==> src/rtl/mbi_pkg.sv <==
// Package: shared types for the memory bus interface unit.
// Assumes nothing beyond a 2-bit state encoding.
package mbi_pkg;
    typedef enum logic [1:0] {
        ST_IDLE  = 2'd0,
        ST_ADDR  = 2'd1,
        ST_DATA  = 2'd2,
        ST_GRANT = 2'd3
    } mbi_state_e;
endpackage

==> src/rtl/mbi_near_track.sv <==
// Module: page history for back-to-back writes.
// Remembers the page of the last completed write. Reports whether a
// candidate write hits that page. Assumes clear_i and wr_done_i never
// arrive in the same cycle.
module mbi_near_track #(
    parameter int PAGE_W = 2
) (
    input  logic              clk,
    input  logic              rst_n,
    input  logic [PAGE_W-1:0] cand_page_i,
    input  logic              cand_write_i,
    input  logic [PAGE_W-1:0] done_page_i,
    input  logic              wr_done_i,
    input  logic              clear_i,
    output logic              near_o
);
    logic              hist_vld_q;
    logic [PAGE_W-1:0] hist_page_q;

    // Record the page of each finished write; drop history on clear.
    always_ff @(posedge clk) begin
        if (!rst_n) begin
            hist_vld_q  <= 1'b0;
            hist_page_q <= '0;
        end else if (clear_i) begin
            hist_vld_q  <= 1'b0;
        end else if (wr_done_i) begin
            hist_vld_q  <= 1'b1;
            hist_page_q <= done_page_i;
        end
    end

    // Compare the candidate against the remembered page.
    always_comb near_o = cand_write_i && hist_vld_q && (cand_page_i == hist_page_q);

    AST_CLEAR_FORGETS: assert property (@(posedge clk) disable iff (!rst_n)
        clear_i |=> !near_o);
endmodule

==> src/rtl/mbi_read_buf.sv <==
// Module: read buffer of WORDS entries.
// Stores one word per capture pulse, slot by slot, starting at slot 0
// after start_i. Assumes WORDS is a power of two, at least 2.
module mbi_read_buf #(
    parameter int DATA_W = 32,
    parameter int WORDS  = 4
) (
    input  logic                    clk,
    input  logic                    rst_n,
    input  logic                    start_i,
    input  logic                    cap_i,
    input  logic                    burst_i,
    input  logic [DATA_W-1:0]       data_i,
    output logic                    last_o,
    output logic [WORDS*DATA_W-1:0] buf_o
);
    localparam int CNT_W = $clog2(WORDS);
    localparam logic [CNT_W-1:0] LAST_IDX = CNT_W'(WORDS - 1);

    logic [CNT_W-1:0] slot_q;

    // Advance the slot pointer on each capture; rewind on a new read.
    always_ff @(posedge clk) begin
        if (!rst_n)       slot_q <= '0;
        else if (start_i) slot_q <= '0;
        else if (cap_i)   slot_q <= slot_q + 1'b1;
    end

    // Flag the capture that completes the read.
    always_comb last_o = cap_i && (!burst_i || slot_q == LAST_IDX);

    for (genvar g = 0; g < WORDS; g++) begin : g_slot
        logic [DATA_W-1:0] word_q;
        // Load this slot when the pointer selects it.
        always_ff @(posedge clk) begin
            if (!rst_n)                               word_q <= '0;
            else if (cap_i && slot_q == CNT_W'(g))    word_q <= data_i;
        end
        assign buf_o[g*DATA_W +: DATA_W] = word_q;
    end

    AST_START_REWINDS: assert property (@(posedge clk) disable iff (!rst_n)
        start_i |=> !last_o || !burst_i || !cap_i || (WORDS == 1));
endmodule

==> src/rtl/mem_bus_ifc.sv <==
// Module: processor-side memory bus interface unit (top).
// Runs one transaction at a time on a multiplexed address/data bus:
// an address phase, then a data phase. Grants the bus to an external
// master only while idle. Assumes ADDR_W <= DATA_W and
// ADDR_W > PAGE_OFF_W.
module mem_bus_ifc #(
    parameter int ADDR_W      = 30,
    parameter int DATA_W      = 32,
    parameter int PAGE_OFF_W  = 8,
    parameter int BURST_WORDS = 4
) (
    input  logic                          clk,
    input  logic                          rst_n,
    input  logic                          cfg_dburst_i,
    input  logic                          req_valid_i,
    input  logic                          req_write_i,
    input  logic                          req_icache_i,
    input  logic [ADDR_W-1:0]             req_addr_i,
    input  logic [DATA_W-1:0]             req_wdata_i,
    output logic                          req_ready_o,
    output logic                          rsp_valid_o,
    output logic                          rsp_err_o,
    output logic                          buserr_exc_o,
    output logic [BURST_WORDS*DATA_W-1:0] rbuf_o,
    output logic [DATA_W-1:0]             ad_o,
    output logic                          ad_oe_o,
    input  logic [DATA_W-1:0]             ad_i,
    output logic                          ale_o,
    output logic                          rd_o,
    output logic                          wr_o,
    output logic                          burst_near_o,
    output logic                          ctl_oe_o,
    input  logic                          ack_i,
    input  logic                          rbuf_en_i,
    input  logic                          berr_i,
    input  logic                          busreq_i,
    output logic                          busgnt_o
);
    import mbi_pkg::*;

    localparam int PAGE_W = ADDR_W - PAGE_OFF_W;
    localparam logic [ADDR_W-1:0] BLK_MASK = ~(ADDR_W'(BURST_WORDS - 1));

    mbi_state_e        state_q;
    logic [ADDR_W-1:0] addr_q;
    logic [DATA_W-1:0] wdata_q;
    logic              write_q, burst_q, near_q, ack_seen_q, dburst_q;
    logic              rsp_valid_q, rsp_err_q, exc_q;
    logic              accept, in_txn, in_data, done, cap, last_cap, near_c;
    logic              wr_done, hist_clear;
    logic [ADDR_W-1:0] addr_drive;

    // Decode the request handshake and the phase qualifiers.
    always_comb begin
        req_ready_o = (state_q == ST_IDLE) && !busreq_i;
        accept      = req_ready_o && req_valid_i;
        in_txn      = (state_q == ST_ADDR) || (state_q == ST_DATA);
        in_data     = (state_q == ST_DATA);
        cap         = in_data && !write_q && rbuf_en_i && !berr_i;
        done        = in_data && (berr_i ||
                      (write_q ? ack_i : (last_cap && (ack_i || ack_seen_q))));
        wr_done     = done && write_q;
        hist_clear  = (accept && !req_write_i) || ((state_q == ST_IDLE) && busreq_i);
    end

    // Latch the data-miss burst option while reset is held.
    always_ff @(posedge clk) begin
        if (!rst_n) dburst_q <= cfg_dburst_i;
    end

    // Sequence idle, address phase, data phase and bus grant.
    always_ff @(posedge clk) begin
        if (!rst_n) begin
            state_q <= ST_IDLE;
        end else begin
            unique case (state_q)
                ST_IDLE:  if (busreq_i)     state_q <= ST_GRANT;
                          else if (accept)  state_q <= ST_ADDR;
                ST_ADDR:                    state_q <= ST_DATA;
                ST_DATA:  if (done)         state_q <= ST_IDLE;
                ST_GRANT: if (!busreq_i)    state_q <= ST_IDLE;
                default:                    state_q <= ST_IDLE;
            endcase
        end
    end

    // Capture the accepted request and its burst or same-page decision.
    always_ff @(posedge clk) begin
        if (!rst_n) begin
            addr_q  <= '0;
            wdata_q <= '0;
            write_q <= 1'b0;
            burst_q <= 1'b0;
            near_q  <= 1'b0;
        end else if (accept) begin
            addr_q  <= req_addr_i;
            wdata_q <= req_wdata_i;
            write_q <= req_write_i;
            burst_q <= !req_write_i && (req_icache_i || dburst_q);
            near_q  <= near_c;
        end
    end

    // Remember an acknowledge that arrives before the final read word.
    always_ff @(posedge clk) begin
        if (!rst_n || accept)                 ack_seen_q <= 1'b0;
        else if (in_data && !write_q && ack_i) ack_seen_q <= 1'b1;
    end

    // Register the end-of-transaction pulse and its error flags.
    always_ff @(posedge clk) begin
        if (!rst_n) begin
            rsp_valid_q <= 1'b0;
            rsp_err_q   <= 1'b0;
            exc_q       <= 1'b0;
        end else begin
            rsp_valid_q <= done;
            rsp_err_q   <= done && berr_i;
            exc_q       <= done && berr_i && !write_q;
        end
    end

    mbi_near_track #(.PAGE_W(PAGE_W)) near_i (
        .clk          (clk),
        .rst_n        (rst_n),
        .cand_page_i  (req_addr_i[ADDR_W-1:PAGE_OFF_W]),
        .cand_write_i (req_write_i),
        .done_page_i  (addr_q[ADDR_W-1:PAGE_OFF_W]),
        .wr_done_i    (wr_done),
        .clear_i      (hist_clear),
        .near_o       (near_c)
    );

    mbi_read_buf #(.DATA_W(DATA_W), .WORDS(BURST_WORDS)) rbuf_i (
        .clk     (clk),
        .rst_n   (rst_n),
        .start_i (accept),
        .cap_i   (cap),
        .burst_i (burst_q),
        .data_i  (ad_i),
        .last_o  (last_cap),
        .buf_o   (rbuf_o)
    );

    // Drive the bus pins from the current phase.
    always_comb begin
        addr_drive   = burst_q ? (addr_q & BLK_MASK) : addr_q;
        ale_o        = (state_q == ST_ADDR);
        rd_o         = in_txn && !write_q;
        wr_o         = in_txn && write_q;
        burst_near_o = in_txn && (write_q ? near_q : burst_q);
        ad_oe_o      = ale_o || (in_data && write_q);
        ad_o         = ale_o ? DATA_W'(addr_drive) : wdata_q;
        ctl_oe_o     = (state_q != ST_GRANT);
        busgnt_o     = (state_q == ST_GRANT);
        rsp_valid_o  = rsp_valid_q;
        rsp_err_o    = rsp_err_q;
        buserr_exc_o = exc_q;
    end

    AST_RDWR_EXCL: assert property (@(posedge clk) disable iff (!rst_n)
        !(rd_o && wr_o));
    AST_ALE_SINGLE: assert property (@(posedge clk) disable iff (!rst_n)
        ale_o |=> !ale_o && (rd_o || wr_o));
    AST_RSP_PULSE: assert property (@(posedge clk) disable iff (!rst_n)
        rsp_valid_o |=> !rsp_valid_o);
    AST_EXC_READ: assert property (@(posedge clk) disable iff (!rst_n)
        buserr_exc_o |-> rsp_valid_o && rsp_err_o && $past(rd_o));
    AST_GNT_QUIET: assert property (@(posedge clk) disable iff (!rst_n)
        busgnt_o |-> !rd_o && !wr_o && !ad_oe_o && !ctl_oe_o);
    AST_GNT_RELEASE: assert property (@(posedge clk) disable iff (!rst_n)
        busgnt_o && !busreq_i |=> !busgnt_o);
    AST_GNT_FROM_IDLE: assert property (@(posedge clk) disable iff (!rst_n)
        $rose(busgnt_o) |-> $past(busreq_i) && $past(!rd_o && !wr_o));
endmodule

==> config.mk <==
export PLATFORM = sky130hd
export DESIGN_NAME = mem_bus_ifc
export DESIGN_NICKNAME = d
export VERILOG_FILES = /design/src/rtl/mbi_pkg.sv /design/src/rtl/mbi_near_track.sv /design/src/rtl/mbi_read_buf.sv /design/src/rtl/mem_bus_ifc.sv
export SDC_FILE = /design/constraint.sdc
export NUM_CORES = 1
export LEC_CHECK = 0
export ABC_AREA = 1
export CORE_MARGIN = 5
export CORE_UTILIZATION = 50
export CTS_BUF_LIST = sky130_fd_sc_hd__clkbuf_8
export DETAILED_ROUTE_END_ITERATION = 8
export GPL_TIMING_DRIVEN = 0
export PLACE_DENSITY = 0.92
export SYNTH_ARGS = -nofsm -noshare
export SYNTH_HDL_FRONTEND = slang
export SYNTH_HIERARCHICAL = 1
export SYNTH_SLANG_ARGS = --single-unit
==> constraint.sdc <==
create_clock -name clk -period 2.84 [get_ports clk]
set_clock_uncertainty 0.05 [all_clocks]
set_input_delay 0.71 -clock clk [delete_from_list [all_inputs] [get_ports clk]]
set_output_delay 0.71 -clock clk [all_outputs]
set_load 0.03 [all_outputs]
[After elaboration in Yosys (flattened, before gate mapping)]
Cells that the tools add are included.
Widths: inputs -> output; s select.
Operators by class
  add/subtract/negate cells: 1
  equality and inequality tests: 11
  multiplexer cells: 9
  bitwise operators: 2
  reductions and logical operators: 45
Operator list (number)
  $mux 32: 1
  $logic_and 1x1->1: 25
  $eq 22x22->1: 1
  $mux 2: 5
  $eq 2x2->1 const B: 4
  $logic_or 1x1->1: 8
  $pmux 2 s4: 1
  $logic_not 1->1: 6
  $eq 2x1->1 const B: 2
  $logic_not 2->1: 2
  $ne 2x2->1 const B: 2
  $reduce_or 2->1: 2
  $ne 3x3->1 const B: 1
  $reduce_and 3->1: 1
  $add 2x1->2 const B: 1
  $mux 1: 2
  $ne 2x1->1 const B: 1
  $not 1->1: 2
  $reduce_and 2->1: 1
Word-level totals
  register bits after elaboration: 225
  input bits: 104
  output and inout bits: 171
  word-level logic and storage cells: 86

[Depth between registers and ports, before layout]
Gate-level depths: netlist (run 1).
  depth in word-level cells: 11
  depth in mapped cells: 20
  gate-level depth less buffers: 16

[By module]
Netlist (run 1), hierarchy kept.
Modules (own cells, without submodules)
  mbi_read_buf: instances 1, cells an instance 830, area an instance 5439.0 um^2, sequential area each 2602.5 um^2
  mem_bus_ifc: instances 1, cells an instance 413, area an instance 3075.4 um^2, sequential area each 1451.4 um^2
  mbi_near_track: instances 1, cells an instance 196, area an instance 1221.2 um^2, sequential area each 460.4 um^2

[Worst setup path before layout (run 1)]
No wires, ideal clock.
  path type: flip-flop to output port
  start: reg state_q[1]
  end: out ad_o[23]
  data arrival time: 1.812 ns
  required time: 2.080 ns
  path slack: 0.268 ns
  stages on the path, launching flop included: 6
  buffers on the path: 2
  cell sequence: dfxtp_1 -> inv_1 -> ha_1 -> buf_2 -> clkbuf_1 -> o21ai_0
Between the ends
  longest elaborated chain between the ends: 2
Ends and longest elaborated chain
  from (decl): RTL line mem_bus_ifc.sv:44  | mbi_state_e state_q;
  from (signal assigned): RTL line mem_bus_ifc.sv:74  | state_q <= ST_IDLE;
  from (signal assigned): RTL line mem_bus_ifc.sv:77  | ST_IDLE: if (busreq_i) state_q <= ST_GRANT;
  from (signal assigned): RTL line mem_bus_ifc.sv:78  | else if (accept) state_q <= ST_ADDR;
  $eq 2x1->1: RTL line mem_bus_ifc.sv:148  | ale_o = (state_q == ST_ADDR);
  named net ale_o: RTL line mem_bus_ifc.sv:28  | output logic ale_o,
  $mux 32: RTL line mem_bus_ifc.sv:153  | ad_o = ale_o ? DATA_W'(addr_drive) : wdata_q;
  to (decl): RTL line mem_bus_ifc.sv:25  | output logic [DATA_W-1:0] ad_o,
The timed path passes the listed nets, and every way through them passes these cells.

[Worst setup path in the final report (run 1)]
  start: reg state_q[1]
  end: out ad_o[19]
Between the ends
  longest elaborated chain between the ends: 2
Ends and longest elaborated chain (RTL line)
  $eq 2x1->1: mem_bus_ifc.sv:148
  $mux 32: mem_bus_ifc.sv:153
No other way between the ends.

==> summary.txt, run 1 <==
Largest stage delay, worst path -> 0.37 ns
Die H -> 149.5 um
CTS Buf Count -> 37
most numerous cell in the Yosys netlist -> nand2_1
Placer Congestion -> 0.9143
pwr/cell area -> 627.8 mW/mm2
largest net degree at the start of global routing -> 20
WP depth -> 7
Worst setup SP type -> flop
area of placed instances -> 0.01281 mm2
CP max-delay cell -> dfxtp_4
Fin. Hold Viols -> 0
placed cells -> 1978
Place WS -> -0.6115 ns
Area contributors post-synth -> dfxtp_1 (46%), nand2_1 (16%), nor2_1 (11%), inv_1 (8.4%), a21oi_1 (4.3%)
reg2reg setup slack -> 0.23 ns
vias in the first global route -> 9688
met3 Usage GRT -> 7.874%
WP buf/inv -> 4
WS Path Type -> flop to output pin
Nets -> 1869
clock sinks -> 225
Post-Layout Cell Count -> 2045
Hold WS -> 0.4066 ns
layout cells sized above 1 -> 10.39%
Leak -> 6.496 nW
Slew headroom -> 60.27%
top post-synthesis cells by count -> nand2_1 (404), nor2_1 (298), dfxtp_1 (224), inv_1 (217), a21oi_1 (83)
Synth area leader -> dfxtp_1
Die X -> 149.5 um
routed vias -> 10222
critical path, cell by cell -> inv_1 > ha_1 > buf_6 > buf_4 > nand2_1 > o21ai_4 > buf_4
Synth Area per Inst -> 6.766 um2
crit path to -> ad_o[19]
Tightest Pin Transition -> 0.5960 ns
total grt overflow -> 0
die area -> 0.02236 mm2
outcome -> complete, no violations
net count after synthesis -> 1552
Post-DP HPWL -> 23.97 mm
worst r2r path cells -> 19
DRT iter0 DRCs -> 798
# DRC -> 0
global-route wire length before repair -> 50.20 mm
ys async rst share -> 0%
DR vias/cell -> 4.999
gr usage total -> 28.05%
Slew Viols, Final -> 0
Clock H-tree levels -> 2
Synth Register Bits -> 225
Routed wire per std cell -> 16.05 um
row count -> 51
worst-path fanout max -> 10
drt first pass iters -> 5
Max Cap Viol -> 0
met2 GRT Util -> 47.74%
reg2reg end -> near_i/hist_page_q[8]
Ant. Diodes -> 0
Ports -> 275
area of the core -> 0.01933 mm2
clock tree buffer depth -> 3
arrival time at the worst endpoint -> 1.98 ns
CP Data Required Time -> 2.08 ns
Main synth FF type -> dfxtp_1
setup slack after layout -> 0.09626 ns
Final period util -> 96.61%
Post-synth EDFFs -> 1
clock root cell -> clkbuf_8
reg2reg start -> state_q[0]
Critical Path Start -> state_q[1]
clock latency on the worst-skew pair -> 0.53 ns
Crit. End Element -> output pin
final setup violation count -> 0
cell count after synthesis -> 1439
WL final -> 32.83 mm
post-synth top area share -> 46.06%
CP dominant cell by count -> buf_4
busiest grt layer -> met2
CP top delay family -> buffers and inverters
Layout Cell Area excl Fill -> 0.01357 mm2
PortBufs -> 274
Final Critical Period -> 2.744 ns
Final ANT Viol Nets -> 0
post-synthesis sequential area ratio -> 46.37%
initial core utilization -> 50.35%
initial antenna violation count -> 0
hold_buf cts -> 0
mapped cell area -> 0.009736 mm2
Reg clk slew, reported paths -> 0.06 ns
Synth cell types -> 35
GRT met1 Usage -> 33.18%
CTS tree -> built
Syn-to-layout area delta -> 39.39%
# fillers -> 1420
Yosys warnings -> 6
worst vdd ir -> 0.4590 mV
Achievable Freq -> 364.5 MHz
HP Class -> flop to flop
RSZ-0062 raised after global routing -> yes
power by group:
part	total [mW]	internal, mW	switching (mW)
Sequential	3.51	3.38	0.123
Combinational	2.24	0.820	1.42
Clock	2.77	1.49	1.28
Total	8.52	5.69	2.83
kinds of logic after synthesis:
kind of cell,Yosys count,synth area share [%]
AND/OR/NAND/NOR,722,28.34
buffers and inverters,295,14.03
flip-flops,225,46.37
AO/OA/AOI/OAI,185,9.819
adder cells (fa/ha/maj),9,1.157
XOR/XNOR,2,0.1800
multiplexers,1,0.1028
cell type report:
cell class / count / area (um2) / area share (%)
well taps: 265 / 331.6 / 2.443
clock inverters: 19 / 108.9 / 0.8021
flip-flops and latches: 225 / 4519 / 33.30
multi-input cells: 919 / 3919 / 28.88
clock buffers: 44 / 605.6 / 4.462
plain buffers: 72 / 570.5 / 4.204
inverters: 222 / 835.8 / 6.159
repair buffers: 279 / 2680 / 19.75
through the flow:
| step | TNS [ns] | total power, mW | util [%] |
|---|---|---|---|
| after floorplan | 0 | 4.792 | - |
| after global placement | -14.80 | 5.656 | 66.25 |
| after detailed placement | -16.91 | 5.710 | 66.25 |
| after CTS | -0.05565 | 8.438 | 69.55 |
| after global routing | -0.04375 | 8.905 | 70.19 |
| final | 0 | 8.520 | 70.19 |
flip-flops by register name, summed over array words and instances (netlist names):
| name | flops |
|---|---|
| near_i/hist_page_q | 22 |
| near_i/hist_vld_q | 1 |
| rsp_err_o | 1 |
| rsp_valid_o | 1 |
| dburst_q | 1 |
| state_q | 2 |
| wdata_q | 32 |
| addr_q | 30 |
| near_q | 1 |
| write_q | 1 |
| rbuf_i/g_slot.word_q | 128 |
| rbuf_i/slot_q | 2 |
| burst_q | 1 |
| buserr_exc_o | 1 |
| ack_seen_q | 1 |
how the worst min path moves through the flow:
stage | startpoint | end | slack (ns) | depth (start not counted)
5_1_grt | wdata_q[21] | wdata_q[21] | 0.43 | 2
2_1_floorplan | ack_seen_q | ack_seen_q | 0.37 | 2
3_3_place_gp | ack_seen_q | ack_seen_q | 0.38 | 2
3_5_place_dp | wdata_q[20] | wdata_q[20] | 0.39 | 2
6_report | wdata_q[15] | wdata_q[15] | 0.41 | 2
4_1_cts | wdata_q[14] | wdata_q[14] | 0.40 | 2
worst min-delay path, delay by kind of cell, from the launching register on:
family	cells	cell delay [ns]
buffers and inverters	1	0.06
AOI/OAI and AO/OA	1	0.05
DFF	1	0.30
routing by layer:
metal	vias to the layer above	wire length, um
met2	568	15320
met3	110	3790
met4	0	1442
met5	-	0
met1	4620	12270
li1	4924	-
repair_timing:
| action | 4_1_cts | 5_1_grt |
|---|---|---|
| gates resized for setup | 224 | 68 |
| setup endpoints to repair | 59 | 53 |
| pin swaps | 0 | 3 |
| buffers inserted | 0 | 5 |
layout by cell type, fill, tap and decap left out, types with 6 or more instances in the layout:
cell,count
a21oi_1,83
nor2_1,297
o21ai_1,33
buf_6,23
nand2_1,404
buf_2,27
inv_1,229
ha_1,8
clkbuf_4,8
nand2_2,6
o21ai_0,50
clkdlybuf4s50_1,237
o21ai_2,12
buf_4,38
clkbuf_1,7
nand3_1,7
clkbuf_8,46
dfxtp_1,222
(Power assumes the default switching activity.)
==> inputs of run 2 (changes only) <==
- CORE_UTILIZATION: 50 -> 48
- CTS_BUF_LIST: sky130_fd_sc_hd__clkbuf_8 -> not set
- CTS_CLUSTER_SIZE: not set -> 12
- PLACE_DENSITY: 0.92 -> 0.89
==> run 2 against run 1 <==
  * Largest cell class unchanged
  * Worst setup slack lost 0.0018 ns
  * Die area increased by 3.9%
  * Sequential share of layout area about the same
==> summary.txt, run 2 (synthesis results as in run 1) <==
outcome -> complete, no violations
Place WS -> -0.4711 ns
DR vias/cell -> 4.936
max reg flops -> 128
Biggest register -> rbuf_i/g_slot.word_q
HP Class -> flop to flop
CTS Buf Count -> 25
WL final -> 32.21 mm
Final ANT Viol Nets -> 0
Final period util -> 96.67%
CTS tree -> built
Reg clk slew, reported paths -> 0.06 ns
Final Critical Period -> 2.746 ns
die area -> 0.02323 mm2
pwr/cell area -> 646.3 mW/mm2
Nets -> 1855
placed cells -> 1983
initial core utilization -> 48.43%
initial antenna violation count -> 1
Syn-to-layout area delta -> 39.47%
Ports -> 275
worst-path fanout max -> 10
Post-DP HPWL -> 23.93 mm
Ant. Diodes -> 0
final setup violation count -> 0
Largest stage delay, worst path -> 0.34 ns
utilization after layout -> 67.54%
Achievable Freq -> 364.2 MHz
Slew Viols, Final -> 0
layout cells sized above 1 -> 9.375%
DRT iter0 DRCs -> 666
commonest non-fill, non-tap cells in the layout -> nand2_1 (404), nor2_1 (297), clkdlybuf4s50_1 (237)
Die X -> 152.4 um
CP top delay family -> buffers and inverters
Design Power -> 8.775 mW
CP dominant cell by count -> buf_4
# DRC -> 0
clock root cell -> clkbuf_16
CP max-delay cell -> dfxtp_2
clock sinks -> 225
largest net degree at the start of global routing -> 20
setup tns final -> 0 ns
Tightest Pin Transition -> 0.5901 ns
Placer Congestion -> 0.9542
worst vdd ir -> 0.5868 mV
row count -> 52
clock tree buffer depth -> 3
Routed wire per std cell -> 15.87 um
Slew headroom -> 60.66%
arrival time at the worst endpoint -> 1.99 ns
setup slack after layout -> 0.09443 ns
drt first pass iters -> 5
Clock H-tree levels -> 1
clock latency on the worst-skew pair -> 0.52 ns
PortBufs -> 274
top flop regs -> rbuf_i/g_slot.word_q x128, wdata_q x32, addr_q x30
WP buf/inv -> 4
Worst setup SP type -> flop
Crit. End Element -> output pin
gr usage total -> 25.88%
routed vias -> 10020
Fin. Hold Viols -> 0
total grt overflow -> 0
Die H -> 152.4 um
critical path, cell by cell -> inv_1 > ha_1 > buf_4 > buf_4 > nand2_1 > o21ai_0 > buf_2
WS Path Type -> flop to output pin
commonest non-fill, non-tap cell in the layout -> nand2_1
worst r2r path cells -> 19
Hold Path Stages -> 2
area of the core -> 0.02010 mm2
Leak -> 6.452 nW
CP Data Required Time -> 2.08 ns
WP depth -> 7
Post-Layout Cell Count -> 2030
global-route wire length before repair -> 49.46 mm
vias in the first global route -> 9389
Max Cap Viol -> 0
==> run 2: cell types whose count changed in the layout (fill, tap and decap cells not counted), sizes merged <==
cell and delta:
clkinvlp -2, clkdlybuf4s15 +1, dlygate4sd2 -1, inv -11
clkbuf -9, clkinv +1, dlymetal6s2s +1
==> run 2: power by group <==
part	switching (mW)	total [mW]	internal [mW]
clock	1.28	3.08	1.80
sequential	0.114	3.49	3.38
combinational	1.41	2.20	0.797
total	2.80	8.77	5.98
==> run 2: what timing repair did <==
action	in CTS	in global routing
buffers inserted	0	3
cloned	0	0
hold buffers	0	0
endpoints found under the setup margin	53	57
resized for setup	214	64
pin swaps	0	2
==> run 2: final cells by class <==
class	instances	area (um2)
clock buffers	38	704.4
well taps	270	337.8
flip-flops and latches	225	4517
fillers	1571	6526
multi-input cells	919	3894
plain buffers	72	564.3
inverters	222	835.8
repair buffers	277	2658
clock inverters	7	67.56
==> run 2: layer usage <==
layer / wire length, um / share of wire (%) / track usage, % / vias to the layer above
met3: 3206 / 10 / 6.419 / 84
met1: 12390 / 38 / 30.42 / 4527
li1: - / - / - / 4893
met5: 13 / 0.040 / 0 / -
met2: 15220 / 47 / 45.24 / 514
met4: 1378 / 4.3 / 10.65 / 2
==> run 2: per-stage QoR <==
stage | cell area [um2] | hold WS, ns
2_1_floorplan | 9736 | 0.3719
3_3_place_gp | 12820 | 0.3806
3_5_place_dp | 12820 | 0.3885
4_1_cts | 13500 | 0.3966
5_1_grt | 13580 | 0.4093
6_report | 13580 | 0.3982
==> run 2: path summary, 6_finish.rpt <==
kind | to | start | slack [ns]
worst max-delay path | ad_o[2] | state_q[1] | 0.09
worst min-delay path | wdata_q[18] | wdata_q[18] | 0.40
worst max register to register | near_i/hist_page_q[7] | state_q[0] | 0.13
worst min register to register | wdata_q[18] | wdata_q[18] | 0.40
==> run 2: tightest hold or removal path: cells and delay by family (launching register included) <==
| kind | cells | cell delay, ns |
|---|---|---|
| DFF | 1 | 0.29 |
| buffers and inverters | 1 | 0.06 |
| AOI/OAI and AO/OA | 1 | 0.05 |
